--- src/rtl/slice_pkt_pkg.sv ---
package slice_pkt_pkg;

    // Sideband fields taken together with the last payload byte.
    typedef struct packed {
        logic       fid;
        logic [8:0] line;
        logic [3:0] kind;
        logic [5:0] tag;
    } side_t;

    // Six data bits, even parity in bit 6, its complement in bit 7.
    function automatic logic [7:0] enc_even6(input logic [5:0] v);
        logic p;
        p = ^v;
        return {~p, p, v};
    endfunction

    // Seven data bits, bit 7 makes the total count of ones odd.
    function automatic logic [7:0] enc_odd7(input logic [6:0] w);
        return {~(^w), w};
    endfunction

    // One payload nibble in bits 5..2, bits 1..0 fixed to ones.
    function automatic logic [7:0] enc_nibble(input logic [3:0] n);
        return enc_even6({n, 2'b11});
    endfunction

endpackage

--- src/rtl/slice_pkt_buffer.sv ---
module slice_pkt_buffer #(
    parameter int MAX_BYTES = 21,
    parameter int CNT_W     = $clog2(MAX_BYTES + 1),
    parameter int IDX_W     = $clog2(MAX_BYTES)
) (
    input  logic             clk,
    input  logic             rst,
    input  logic             wr_en,
    input  logic [7:0]       wr_data,
    input  logic             clr,
    input  logic [IDX_W-1:0] rd_idx,
    output logic [7:0]       rd_data,
    output logic [CNT_W-1:0] count
);

    typedef struct packed {
        logic [CNT_W-1:0] cnt;
    } buf_state_t;

    buf_state_t st_d, st_q;
    logic [7:0] mem_d [MAX_BYTES];
    logic [7:0] mem_q [MAX_BYTES];
    logic       room;

    always_comb begin
        st_d  = st_q;
        mem_d = mem_q;
        room  = (int'(st_q.cnt) < MAX_BYTES);
        if (clr) begin
            st_d.cnt = '0;
        end else if (wr_en && room) begin
            for (int i = 0; i < MAX_BYTES; i++) begin
                if (int'(st_q.cnt) == i) begin
                    mem_d[i] = wr_data;
                end
            end
            st_d.cnt = st_q.cnt + 1'b1;
        end
    end

    always_ff @(posedge clk) begin
        if (rst) begin
            st_q <= '0;
        end else begin
            st_q <= st_d;
        end
        mem_q <= mem_d;
    end

    always_comb begin
        if (int'(rd_idx) < MAX_BYTES) begin
            rd_data = mem_q[rd_idx];
        end else begin
            rd_data = 8'h00;
        end
    end

    assign count = st_q.cnt;

endmodule

--- src/rtl/slice_pkt_header.sv ---
module slice_pkt_header
    import slice_pkt_pkg::*;
#(
    parameter int MAX_DC = 11,
    parameter int CNT_W  = 5
) (
    input  logic             clk,
    input  logic             rst,
    input  logic             cap,
    input  side_t            side_in,
    input  logic [CNT_W-1:0] count,
    output logic [5:0]       dc_val,
    output logic [7:0]       tag_byte,
    output logic [7:0]       dc_byte,
    output logic [7:0]       id1_byte,
    output logic [7:0]       id2_byte
);

    typedef struct packed {
        side_t side;
    } hdr_state_t;

    hdr_state_t st_d, st_q;
    logic [7:0] dc_raw;

    always_comb begin
        st_d = st_q;
        if (cap) begin
            st_d.side = side_in;
        end
    end

    always_ff @(posedge clk) begin
        if (rst) begin
            st_q <= '0;
        end else begin
            st_q <= st_d;
        end
    end

    // Bytes from the first identification byte: 2 + two per payload byte.
    always_comb begin
        dc_raw = 8'((2 * int'(count) + 2 + 3) / 4);
        if (dc_raw < 8'd1) begin
            dc_raw = 8'd1;
        end else if (dc_raw > 8'(MAX_DC)) begin
            dc_raw = 8'(MAX_DC);
        end
        dc_val = 6'(dc_raw);
    end

    assign tag_byte = enc_even6(st_q.side.tag);
    assign dc_byte  = enc_even6(dc_val);
    assign id1_byte = enc_odd7({st_q.side.fid, st_q.side.line[8:3]});
    assign id2_byte = enc_odd7({st_q.side.line[2:0], st_q.side.kind});

endmodule

--- src/rtl/slice_pkt_seq.sv ---
module slice_pkt_seq
    import slice_pkt_pkg::*;
#(
    parameter logic [7:0] END_BYTE = 8'h9D,
    parameter int         MAX_DC   = 11,
    parameter int         CNT_W    = 5,
    parameter int         IDX_W    = 5,
    parameter int         STEP_W   = $clog2(6 + 4 * MAX_DC + 1)
) (
    input  logic             clk,
    input  logic             rst,
    input  logic             start,
    input  logic [CNT_W-1:0] count,
    input  logic [5:0]       dc_val,
    input  logic [7:0]       tag_byte,
    input  logic [7:0]       dc_byte,
    input  logic [7:0]       id1_byte,
    input  logic [7:0]       id2_byte,
    input  logic [7:0]       rd_data,
    output logic [IDX_W-1:0] rd_idx,
    output logic             busy,
    output logic             clr,
    output logic             out_valid,
    output logic [7:0]       out_data,
    output logic             out_sop,
    output logic             out_eop
);

    // Fixed step positions inside a packet.
    localparam int S_TAG  = 3;
    localparam int S_DC   = 4;
    localparam int S_ID1  = 5;
    localparam int S_ID2  = 6;
    localparam int S_PAY  = 7;

    typedef struct packed {
        logic              busy;
        logic [STEP_W-1:0] step;
        logic              valid;
        logic [7:0]        data;
        logic              sop;
        logic              eop;
    } seq_state_t;

    seq_state_t        st_d, st_q;
    logic [STEP_W-1:0] end_step;
    logic [STEP_W-1:0] pay_end;
    logic [STEP_W-1:0] rel;

    always_comb begin
        end_step = STEP_W'(S_ID1 + 4 * int'(dc_val));
        pay_end  = STEP_W'(S_PAY + 2 * int'(count));
        rel      = st_q.step - STEP_W'(S_PAY);
        rd_idx   = IDX_W'(rel >> 1);
    end

    always_comb begin
        st_d       = st_q;
        st_d.valid = 1'b0;
        st_d.sop   = 1'b0;
        st_d.eop   = 1'b0;
        st_d.data  = 8'h00;
        clr        = 1'b0;
        if (!st_q.busy) begin
            if (start) begin
                st_d.busy = 1'b1;
                st_d.step = '0;
            end
        end else if (st_q.step > end_step) begin
            st_d.busy = 1'b0;
            st_d.step = '0;
            clr       = 1'b1;
        end else begin
            st_d.valid = 1'b1;
            st_d.step  = st_q.step + 1'b1;
            if (st_q.step == '0) begin
                st_d.data = 8'h00;
                st_d.sop  = 1'b1;
            end else if (int'(st_q.step) < S_TAG) begin
                st_d.data = 8'hFF;
            end else if (int'(st_q.step) == S_TAG) begin
                st_d.data = tag_byte;
            end else if (int'(st_q.step) == S_DC) begin
                st_d.data = dc_byte;
            end else if (int'(st_q.step) == S_ID1) begin
                st_d.data = id1_byte;
            end else if (int'(st_q.step) == S_ID2) begin
                st_d.data = id2_byte;
            end else if (st_q.step < pay_end) begin
                if (!rel[0]) begin
                    st_d.data = enc_nibble(rd_data[3:0]);
                end else begin
                    st_d.data = enc_nibble(rd_data[7:4]);
                end
            end else if (st_q.step < end_step) begin
                st_d.data = 8'h00;
            end else begin
                st_d.data = END_BYTE;
                st_d.eop  = 1'b1;
            end
        end
    end

    always_ff @(posedge clk) begin
        if (rst) begin
            st_q <= '0;
        end else begin
            st_q <= st_d;
        end
    end

    assign busy      = st_q.busy;
    assign out_valid = st_q.valid;
    assign out_data  = st_q.data;
    assign out_sop   = st_q.sop;
    assign out_eop   = st_q.eop;

endmodule

--- src/rtl/slice_pkt_packer.sv ---
module slice_pkt_packer
    import slice_pkt_pkg::*;
#(
    parameter int         MAX_DC   = 11,
    parameter logic [7:0] END_BYTE = 8'h9D
) (
    input  logic       clk,
    input  logic       rst,
    input  logic       in_valid,
    input  logic [7:0] in_data,
    input  logic       in_last,
    output logic       in_ready,
    input  logic       field_id,
    input  logic [8:0] line_no,
    input  logic [3:0] data_kind,
    input  logic [5:0] stream_tag,
    output logic       out_valid,
    output logic [7:0] out_data,
    output logic       out_sop,
    output logic       out_eop
);

    // Largest payload whose nibble bytes plus two ID bytes fit MAX_DC words.
    localparam int MAX_BYTES = 2 * MAX_DC - 1;
    localparam int CNT_W     = $clog2(MAX_BYTES + 1);
    localparam int IDX_W     = $clog2(MAX_BYTES);

    logic             busy;
    logic             clr;
    logic             accept;
    logic             start;
    logic [IDX_W-1:0] rd_idx;
    logic [7:0]       rd_data;
    logic [CNT_W-1:0] count;
    logic [5:0]       dc_val;
    logic [7:0]       tag_byte;
    logic [7:0]       dc_byte;
    logic [7:0]       id1_byte;
    logic [7:0]       id2_byte;
    side_t            side_in;

    assign in_ready = ~busy;
    assign accept   = in_valid & ~busy;
    assign start    = accept & in_last;

    always_comb begin
        side_in.fid  = field_id;
        side_in.line = line_no;
        side_in.kind = data_kind;
        side_in.tag  = stream_tag;
    end

    slice_pkt_buffer #(
        .MAX_BYTES (MAX_BYTES),
        .CNT_W     (CNT_W),
        .IDX_W     (IDX_W)
    ) u_buf (
        .clk     (clk),
        .rst     (rst),
        .wr_en   (accept),
        .wr_data (in_data),
        .clr     (clr),
        .rd_idx  (rd_idx),
        .rd_data (rd_data),
        .count   (count)
    );

    slice_pkt_header #(
        .MAX_DC (MAX_DC),
        .CNT_W  (CNT_W)
    ) u_hdr (
        .clk      (clk),
        .rst      (rst),
        .cap      (start),
        .side_in  (side_in),
        .count    (count),
        .dc_val   (dc_val),
        .tag_byte (tag_byte),
        .dc_byte  (dc_byte),
        .id1_byte (id1_byte),
        .id2_byte (id2_byte)
    );

    slice_pkt_seq #(
        .END_BYTE (END_BYTE),
        .MAX_DC   (MAX_DC),
        .CNT_W    (CNT_W),
        .IDX_W    (IDX_W)
    ) u_seq (
        .clk       (clk),
        .rst       (rst),
        .start     (start),
        .count     (count),
        .dc_val    (dc_val),
        .tag_byte  (tag_byte),
        .dc_byte   (dc_byte),
        .id1_byte  (id1_byte),
        .id2_byte  (id2_byte),
        .rd_data   (rd_data),
        .rd_idx    (rd_idx),
        .busy      (busy),
        .clr       (clr),
        .out_valid (out_valid),
        .out_data  (out_data),
        .out_sop   (out_sop),
        .out_eop   (out_eop)
    );

endmodule

--- config.mk ---
export PLATFORM = sky130hd
export DESIGN_NAME = slice_pkt_packer
export DESIGN_NICKNAME = d
export VERILOG_FILES = /design/src/rtl/slice_pkt_pkg.sv /design/src/rtl/slice_pkt_buffer.sv /design/src/rtl/slice_pkt_header.sv /design/src/rtl/slice_pkt_seq.sv /design/src/rtl/slice_pkt_packer.sv
export SDC_FILE = /design/constraint.sdc
export NUM_CORES = 1
export LEC_CHECK = 0
export ABC_CLOCK_PERIOD_IN_PS = 4610
export BUFFER_PORTS_ARGS = -buffer_cell sky130_fd_sc_hd__buf_2
export CAP_MARGIN = 40
export CORE_MARGIN = 3
export CORE_UTILIZATION = 60
export CTS_BUF_LIST = sky130_fd_sc_hd__clkbuf_2 sky130_fd_sc_hd__clkbuf_4 sky130_fd_sc_hd__clkbuf_8
export CTS_CLUSTER_SIZE = 16
export DETAILED_ROUTE_END_ITERATION = 16
export GPL_TIMING_DRIVEN = 0
export MAX_ROUTING_LAYER = met4
export PLACE_DENSITY = 0.8
export SLEW_MARGIN = 20
export SYNTH_ARGS = -nofsm -noshare
export SYNTH_HDL_FRONTEND = slang
export SYNTH_SLANG_ARGS = --single-unit
--- constraint.sdc ---
create_clock -name clk -period 4.61 [get_ports clk]
set_input_delay 0.6915 -clock clk [delete_from_list [all_inputs] [get_ports clk]]
set_output_delay 0.6915 -clock clk [all_outputs]
set_load 0.005 [all_outputs]
=== After elaboration in Yosys (flattened, before gate mapping) ===
Index checks and enable logic that the tools add are counted.

* Add/sub/neg operators: 8
* $lt $le $gt $ge: 9
* Equal/unequal tests: 24
* Multiplexer cells: 31
* Bitwise operators: 12
* Reduce and logical (&&, ||, !) cells: 37

{| class="wikitable"
|+ Operator list
! kind !! number
|-
| $mux 8 || 12
|-
| $eq 5x5->1 const B || 13
|-
| $reduce_and 3->1 || 21
|-
| $bmux 8 s5 || 1
|-
| $reduce_xor 6->1 || 4
|-
| $eq 5x4->1 const B || 4
|-
| $eq 6x4->1 const B || 3
|-
| $mux 6 || 3
|-
| $mux 7 || 2
|-
| $reduce_xor 7->1 || 2
|-
| $add 3x6->6 const A || 2
|-
| $lt 6x6->1 || 2
|-
| $mux 1 || 12
|-
| $mux 11 || 1
|-
| $eq 5x3->1 const B || 2
|-
| $lt 5x5->1 const B || 2
|-
| $reduce_or 10->1 || 1
|-
| $add 7x2->8 const B || 1
|-
| $add 8x1->8 || 1
|-
| $gt 8x4->1 const B || 1
|-
| $lt 8x1->1 const B || 1
|-
| $not 1->1 || 8
|-
| $add 6x2->7 const B || 1
|-
| $add 6x1->6 const B || 1
|-
| other kinds (17) || 20
|}

* Flip-flop bits (word level): 211
* Bits of input ports: 32
* Output and inout bits: 12
* Word-level logic and storage cells: 153

=== Logic depth before layout (Yosys ltp) ===
* Depth in word-level cells: 19
* Gate-level depth with buffers: 19
* Depth with buffers taken out: 18

=== Modules after synthesis ===
A second synthesis with hierarchy kept.

* Cell total of the unflattened synthesis: 713
* Area, all modules: 9709.3 µm²

{| class="wikitable"
|+ By module, submodules not included
! module !! times used !! cells an instance !! area an instance (µm²) !! sequential area each (µm²)
|-
| slice_pkt_buffer || 1 || 392 || 7038.0 || 5144.9
|-
| slice_pkt_seq || 1 || 199 || 1559.0 || 360.3
|-
| slice_pkt_header || 1 || 119 || 1093.5 || 400.4
|-
| slice_pkt_packer || 1 || 3 || 18.8 || 0.0
|}

=== Worst setup path after synthesis ===
No wires, ideal clock.

* Path type: reg2reg
* Start: register u_buf.st_q (netlist bit u_buf.count[1])
* End: register u_buf.mem_q[10] (netlist bit) (enable)
* Library setup time: 0.383 ns
* Arrival time: 3.693 ns
* Required time: 4.227 ns
* Path slack: 0.534 ns
* Stages on the path, launching flop included: 17
* Buffers on the path: 0
* Period minus slack after synthesis: 4.076 ns
* Cells stage by stage: dfxtp_1 > inv_1 > ha_1 > nor2_1 > a21oi_1 > a21oi_1 > nor2_1 > a31oi_1 > ha_1 > xor2_1 > ha_1 > and3_1 > a221oi_1 > nor2_1 > a21oi_1 > nand2b_1 > nor3_1

* Word-level cells in the longest chain between the ends: 12
* Elaborated cells on any way between the ends: 16
* Classes of those cells: add/sub: 4; order compare: 4; eq/ne: 1; mux: 4; bitwise: 1; reduce/logical: 2

{| class="wikitable"
|+ Ends and longest elaborated chain
! element !! line !! text
|-
| from (decl) || slice_pkt_buffer.sv:20 || <nowiki>buf_state_t st_d, st_q;</nowiki>
|-
| from (signal assigned) || slice_pkt_buffer.sv:45 || <nowiki>st_q <= st_d;</nowiki>
|-
| $add 6x2->7 || slice_pkt_header.sv:43 || <nowiki>dc_raw = 8'((2 * int'(count) + 2 + 3) / 4);</nowiki>
|-
| $add 7x2->8 || slice_pkt_header.sv:43 ||
|-
| $add 8x1->8 (no source line) || n/a ||
|-
| $gt 8x4->1 || slice_pkt_header.sv:46 || <nowiki>end else if (dc_raw > 8'(MAX_DC)) begin</nowiki>
|-
| $mux 6 || slice_pkt_header.sv:46 ||
|-
| $mux 6 || slice_pkt_header.sv:44 || <nowiki>if (dc_raw < 8'd1) begin</nowiki>
|-
| $add 3x6->6 || slice_pkt_seq.sv:51 || <nowiki>end_step = STEP_W'(S_ID1 + 4 * int'(dc_val));</nowiki>
|-
| $gt 6x6->1 || slice_pkt_seq.sv:69 || <nowiki>end else if (st_q.step > end_step) begin</nowiki>
|-
| $mux 1 || slice_pkt_seq.sv:69 ||
|-
| $mux 1 || slice_pkt_seq.sv:64 || <nowiki>if (!st_q.busy) begin</nowiki>
|-
| $not 1->1 (no source line) || n/a ||
|-
| $reduce_and 3->1 (no source line) (*) || n/a ||
|-
| to (signal assigned) || slice_pkt_buffer.sv:47 || <nowiki>mem_q <= mem_d;</nowiki>
|-
| to (decl) || slice_pkt_buffer.sv:22 || <nowiki>logic [7:0] mem_q [MAX_BYTES];</nowiki>
|}

Mark *: on every way between the ends. The rest lies on a longest branch, timed or not.
A chain may end at the register's enable or synchronous reset.

=== Worst setup path after layout ===
* Start: register u_seq.st_q[11] (netlist bit)
* End: register u_seq.st_q (netlist bit u_seq.out_data[7])

* Word-level cells in the longest chain between the ends: 15
* Elaborated cells on any way between the ends: 29
* Classes of those cells: add/sub: 1; order compare: 5; eq/ne: 4; mux: 12; bitwise: 3; reduce/logical: 4

{| class="wikitable"
|+ Ends and longest elaborated chain
! element !! line !! text
|-
| from (decl) || slice_pkt_seq.sv:45 || <nowiki>seq_state_t st_d, st_q;</nowiki>
|-
| from (signal assigned) || slice_pkt_seq.sv:108 || <nowiki>st_q <= st_d;</nowiki>
|-
| $sub 6x3->6 || slice_pkt_seq.sv:53 || <nowiki>rel = st_q.step - STEP_W'(S_PAY);</nowiki>
|-
| $not 5->6 (not written as such) || slice_pkt_buffer.sv:52 || <nowiki>rd_data = mem_q[rd_idx];</nowiki>
|-
| $bmux 8 s5 || slice_pkt_buffer.sv:52 ||
|-
| $mux 8 (not written as such) (2 in a row) || slice_pkt_buffer.sv:52 ||
|-
| $mux 8 || slice_pkt_buffer.sv:51 || <nowiki>if (int'(rd_idx) < MAX_BYTES) begin</nowiki>
|-
| $reduce_xor 6->1 || slice_pkt_pkg.sv:14 || <nowiki>p = ^v;</nowiki>
|-
| $not 1->1 || slice_pkt_pkg.sv:15 || <nowiki>return {~p, p, v};</nowiki>
|-
| $mux 8 || slice_pkt_seq.sv:90 || <nowiki>if (!rel[0]) begin</nowiki>
|-
| $mux 8 || slice_pkt_seq.sv:89 || <nowiki>end else if (st_q.step < pay_end) begin</nowiki>
|-
| $mux 8 || slice_pkt_seq.sv:87 || <nowiki>end else if (int'(st_q.step) == S_ID2) begin</nowiki>
|-
| $mux 8 || slice_pkt_seq.sv:85 || <nowiki>end else if (int'(st_q.step) == S_ID1) begin</nowiki>
|-
| $mux 8 || slice_pkt_seq.sv:83 || <nowiki>end else if (int'(st_q.step) == S_DC) begin</nowiki>
|-
| $mux 8 || slice_pkt_seq.sv:81 || <nowiki>end else if (int'(st_q.step) == S_TAG) begin</nowiki>
|-
| $mux 8 || slice_pkt_seq.sv:79 || <nowiki>end else if (int'(st_q.step) < S_TAG) begin</nowiki>
|}

Parallel ways exist; a longest one is shown, timed or not. The select of a mux whose other input is x is not followed.

==> reports/qor.csv <==
stage,metric,value,unit
outcome,status,"finished, final reports clean",
yosys,ys.flop_type,edfxtp_1,
clock_tree,clockRootBuffer,clkbuf_8,
min_path,whs_path_depth,3,
yosys,ys.warnings.count,0,
floorplan,die_h,134,microns
finish,final_common_cell,edfxtp_1,
global_routing,antenna_found_initial,0,
place,gp_congestion,0.931,
global_routing,grt_pass1_wl,37700,microns
pwr,clkPwrFrac,0.387,
global_routing,grtUsageMet1,0.387,
worst_setup_path,r2r_start,u_seq.st_q[11],
clock_tree,clk_latency,0.53,ns
global_routing,grt_overflow_total,0,
route,final_antenna_net_count,0,
floorplan,coreArea,15900,sq um
pwr,vdd_ir_drop_max,342,uV
clock_tree,clk_path_buf_depth,3,
yosys,avgSynthCellArea,13.3,sq um
route,route.detailed.drc,0,
timing,hold_viol,0,
place,hpwlAfterDp,17000,microns
route,drtPass1Iterations,5,
yosys,syn_area,9810,sq um
yosys,synth.largest_area_cell,edfxtp_1,
worst_setup_path,critPathLaunch,u_seq.st_q[11],
pwr,swShare,0.234,
finish,fin_nets,877,
finish,final_layout_size_suffix_gt1_frac,0.243,
global_routing,met3_usage,0.0371,
worst_setup_path,critical_path_class,flop to flop,
route,wl_per_cell,23.0,microns
clock_tree,tritoncts,yes,
timing,worstMarginPinSlew,0.838,ns
global_routing,grt_usage,0.285,
floorplan,die_area,17900,sq um
run,cap_violations,0,
clock_tree,cts.sinks,211,
finish,diodes,0,
min_path,hold_path_end,u_hdr.id2_byte[0],
clock_tree,clk_pin_slew,0.06,ns
pwr,internal_power,2.98,mW
global_routing,busiest_layer,met2,
floorplan,start_util,0.616,
timing,max_freq,228,MHz
worst_setup_path,start_kind,flop,
yosys,synth_nets,792,
pwr,switchingPower,0.910,mW
global_routing,grt_use_met2,0.464,
floorplan,io_pins,44,
yosys,postSynthCellCount,737,
timing,fin_crit,4.39,ns
finish,n_fill_cell,1095,
clock_tree,htreeDepth,2,
finish,final_cells,1062,
finish,area_growth,13.6,%
clock_tree,cts_inserted_buffers,34,
pwr,combPwrFrac,0.072,
worst_setup_path,critPathMaxFanout,10,
worst_setup_path,r2r_cells,12,
place,io_buffer_count,42,
timing,setup_violations,0,
floorplan,die_w,134,microns
pwr,seqPwrFrac,0.541,
yosys,synthTopCellsByArea,"edfxtp_1, dfxtp_1, mux4_2",
yosys,synth-edff-count,168,
yosys,synthDominantCellAreaShare,0.514,
worst_setup_path,crit_required,5.01,ns
yosys,synth-seq-area-share,0.602,
worst_setup_path,cp-end-kind,flop,
pwr,powerDensity,349,nW/um^2
route,vias_per_cell,6.20,
yosys,ys_types,72,
route,routed_wl,24400,microns
route,drtIter0Drc,666,
timing,fin_skew,0.0223,ns
place,place_inst,996,
pwr,power_leakage,3.87,nW
timing,drv_slew,0,
global_routing,grt_max_degree,22,
route,dr_total_vias,6580,
worst_setup_path,arrival,4.79,ns
clock_tree,cts_hold_buf,0,
yosys,async_reset_ff_frac,0,
min_path,worstHoldPathType,primary input to flop,
worst_setup_path,rr_endpoint,u_seq.out_data[7],
timing,min_period_over_period,0.952,
finish,final_core_util,0.699,
yosys,ys_seq_elements,211,
floorplan,row_count,46,
worst_setup_path,reg2reg_slack,0.22,ns
min_path,min_from,data_kind[0],
timing,slew_headroom,0.436,
global_routing,grt_pass1_vias,6587,
finish,layout_common_cells,"edfxtp_1, nand2_1, buf_2",
## metrics by stage
step	area [sq um]	power [mW]	hold slack, ns	setup slack [ns]	setup TNS (ns)
global route	11200	4.01	0.406	-0.00486	-0.0367
floorplan	9810	2.31	0.457	0.534	0
global placement	10300	2.40	0.479	-0.714	-21.79
detailed placement	10300	2.42	0.489	-0.554	-43.10
finish	11200	3.89	0.414	0.220	0
CTS	11000	3.90	0.391	-0.0393	-0.503
## synthesized netlist by cell type, types with 3 or more instances
cell,number
inv_1,9
or3_1,3
and2_1,7
o31ai_1,3
buf_4,11
ha_1,23
buf_2,10
a31oi_1,6
a221oi_1,3
dfxtp_1,43
nand2b_1,8
mux4_2,32
a211oi_1,4
buf_1,3
nor4_1,3
a21oi_1,52
nand3_1,13
nor3_1,19
clkbuf_1,18
mux2_2,10
o211ai_1,7
o311a_1,6
mux2i_1,15
a211o_1,4
edfxtp_1,168
and3_1,11
xor2_1,11
nand2_1,76
o21ai_0,23
a22oi_1,5
a21o_1,9
nor2_1,49
xnor2_1,23
nand4_1,3
buf_6,6
## logic make-up (layout without fill, tap and decap cells)
group	after synthesis	in the layout	share of synthesized area
flip-flops	211	211	0.602
AND/OR/NAND/NOR	202	202	0.0957
AO/OA/AOI/OAI	147	147	0.101
buffers and inverters	59	168	0.0326
multiplexers	57	57	0.100
XOR/XNOR	38	38	0.0393
adder cells (fa/ha/maj)	23	23	0.0293
## power groups by stage
| stage | clock, mW | combinational [mW] | sequential (mW) |
|---|---|---|---|
| after floorplan | 0 | 0.175 | 2.14 |
| after global placement | 0 | 0.263 | 2.14 |
| after detailed placement | 0 | 0.271 | 2.15 |
| after CTS | 1.52 | 0.277 | 2.11 |
| after global routing | 1.60 | 0.304 | 2.11 |
| final | 1.50 | 0.281 | 2.11 |
## critical path, stage by stage (launching register included)
cell	delay, ns
dfxtp_1	0.58
clkbuf_2	0.35
inv_1	0.16
ha_1	0.33
buf_6	0.14
buf_2	0.38
mux2_2	0.39
a2111oi_0	0.68
o41a_1	0.30
xor2_1	0.19
xnor2_1	0.09
a211o_1	0.35
o31a_1	0.29
## flip-flops by register name (all words and copies together) (netlist names)
register and cells:
u_seq.out_sop 1, u_hdr.tag_byte 6, u_buf.mem_q 168, u_buf.count 5
u_seq.out_valid 1, u_hdr.id1_byte 7, u_seq.st_q 6, u_seq.out_eop 1
u_seq.out_data 8, u_hdr.id2_byte 7, u_seq.busy 1
## worst max path at each step
| stage | slack, ns | cells after the start | endpoint |
|---|---|---|---|
| after floorplan | 0.53 | 16 | u_buf.mem_q[10] |
| after global placement | -0.71 | 16 | u_buf.mem_q[15] |
| after detailed placement | -0.55 | 17 | u_buf.mem_q[32] |
| after CTS | -0.04 | 17 | u_buf.mem_q[25] |
| after global routing | -0.005 | 17 | u_buf.mem_q[32] |
| final | 0.22 | 12 | u_seq.out_data[7] |
## routing by layer
metal	vias to the layer above	routed length [microns]
met4	0	448
met3	37	1930
met5	-	0
li1	2967	-
met2	337	12200
met1	3239	9900
## repair_timing
| action | in CTS | in global routing |
|---|---|---|
| hold endpoints to repair | 0 | 0 |
| setup buffers | 0 | 6 |
| pin swaps | 0 | 5 |
| setup endpoints to repair | 111 | 109 |
| resized for setup | 20 | 15 |
## area by class of cell
class	instances	area, sq um	area share
flip-flops and latches	211	5910	0.530
multi-input cells	467	3710	0.333
clock buffers	45	551	0.0494
repair buffers	49	310	0.0278
plain buffers	48	280	0.0251
well taps	216	270	0.0242
clock inverters	15	77.6	0.00696
inverters	11	41.3	0.00370
Power figures use the tool's default switching activity.
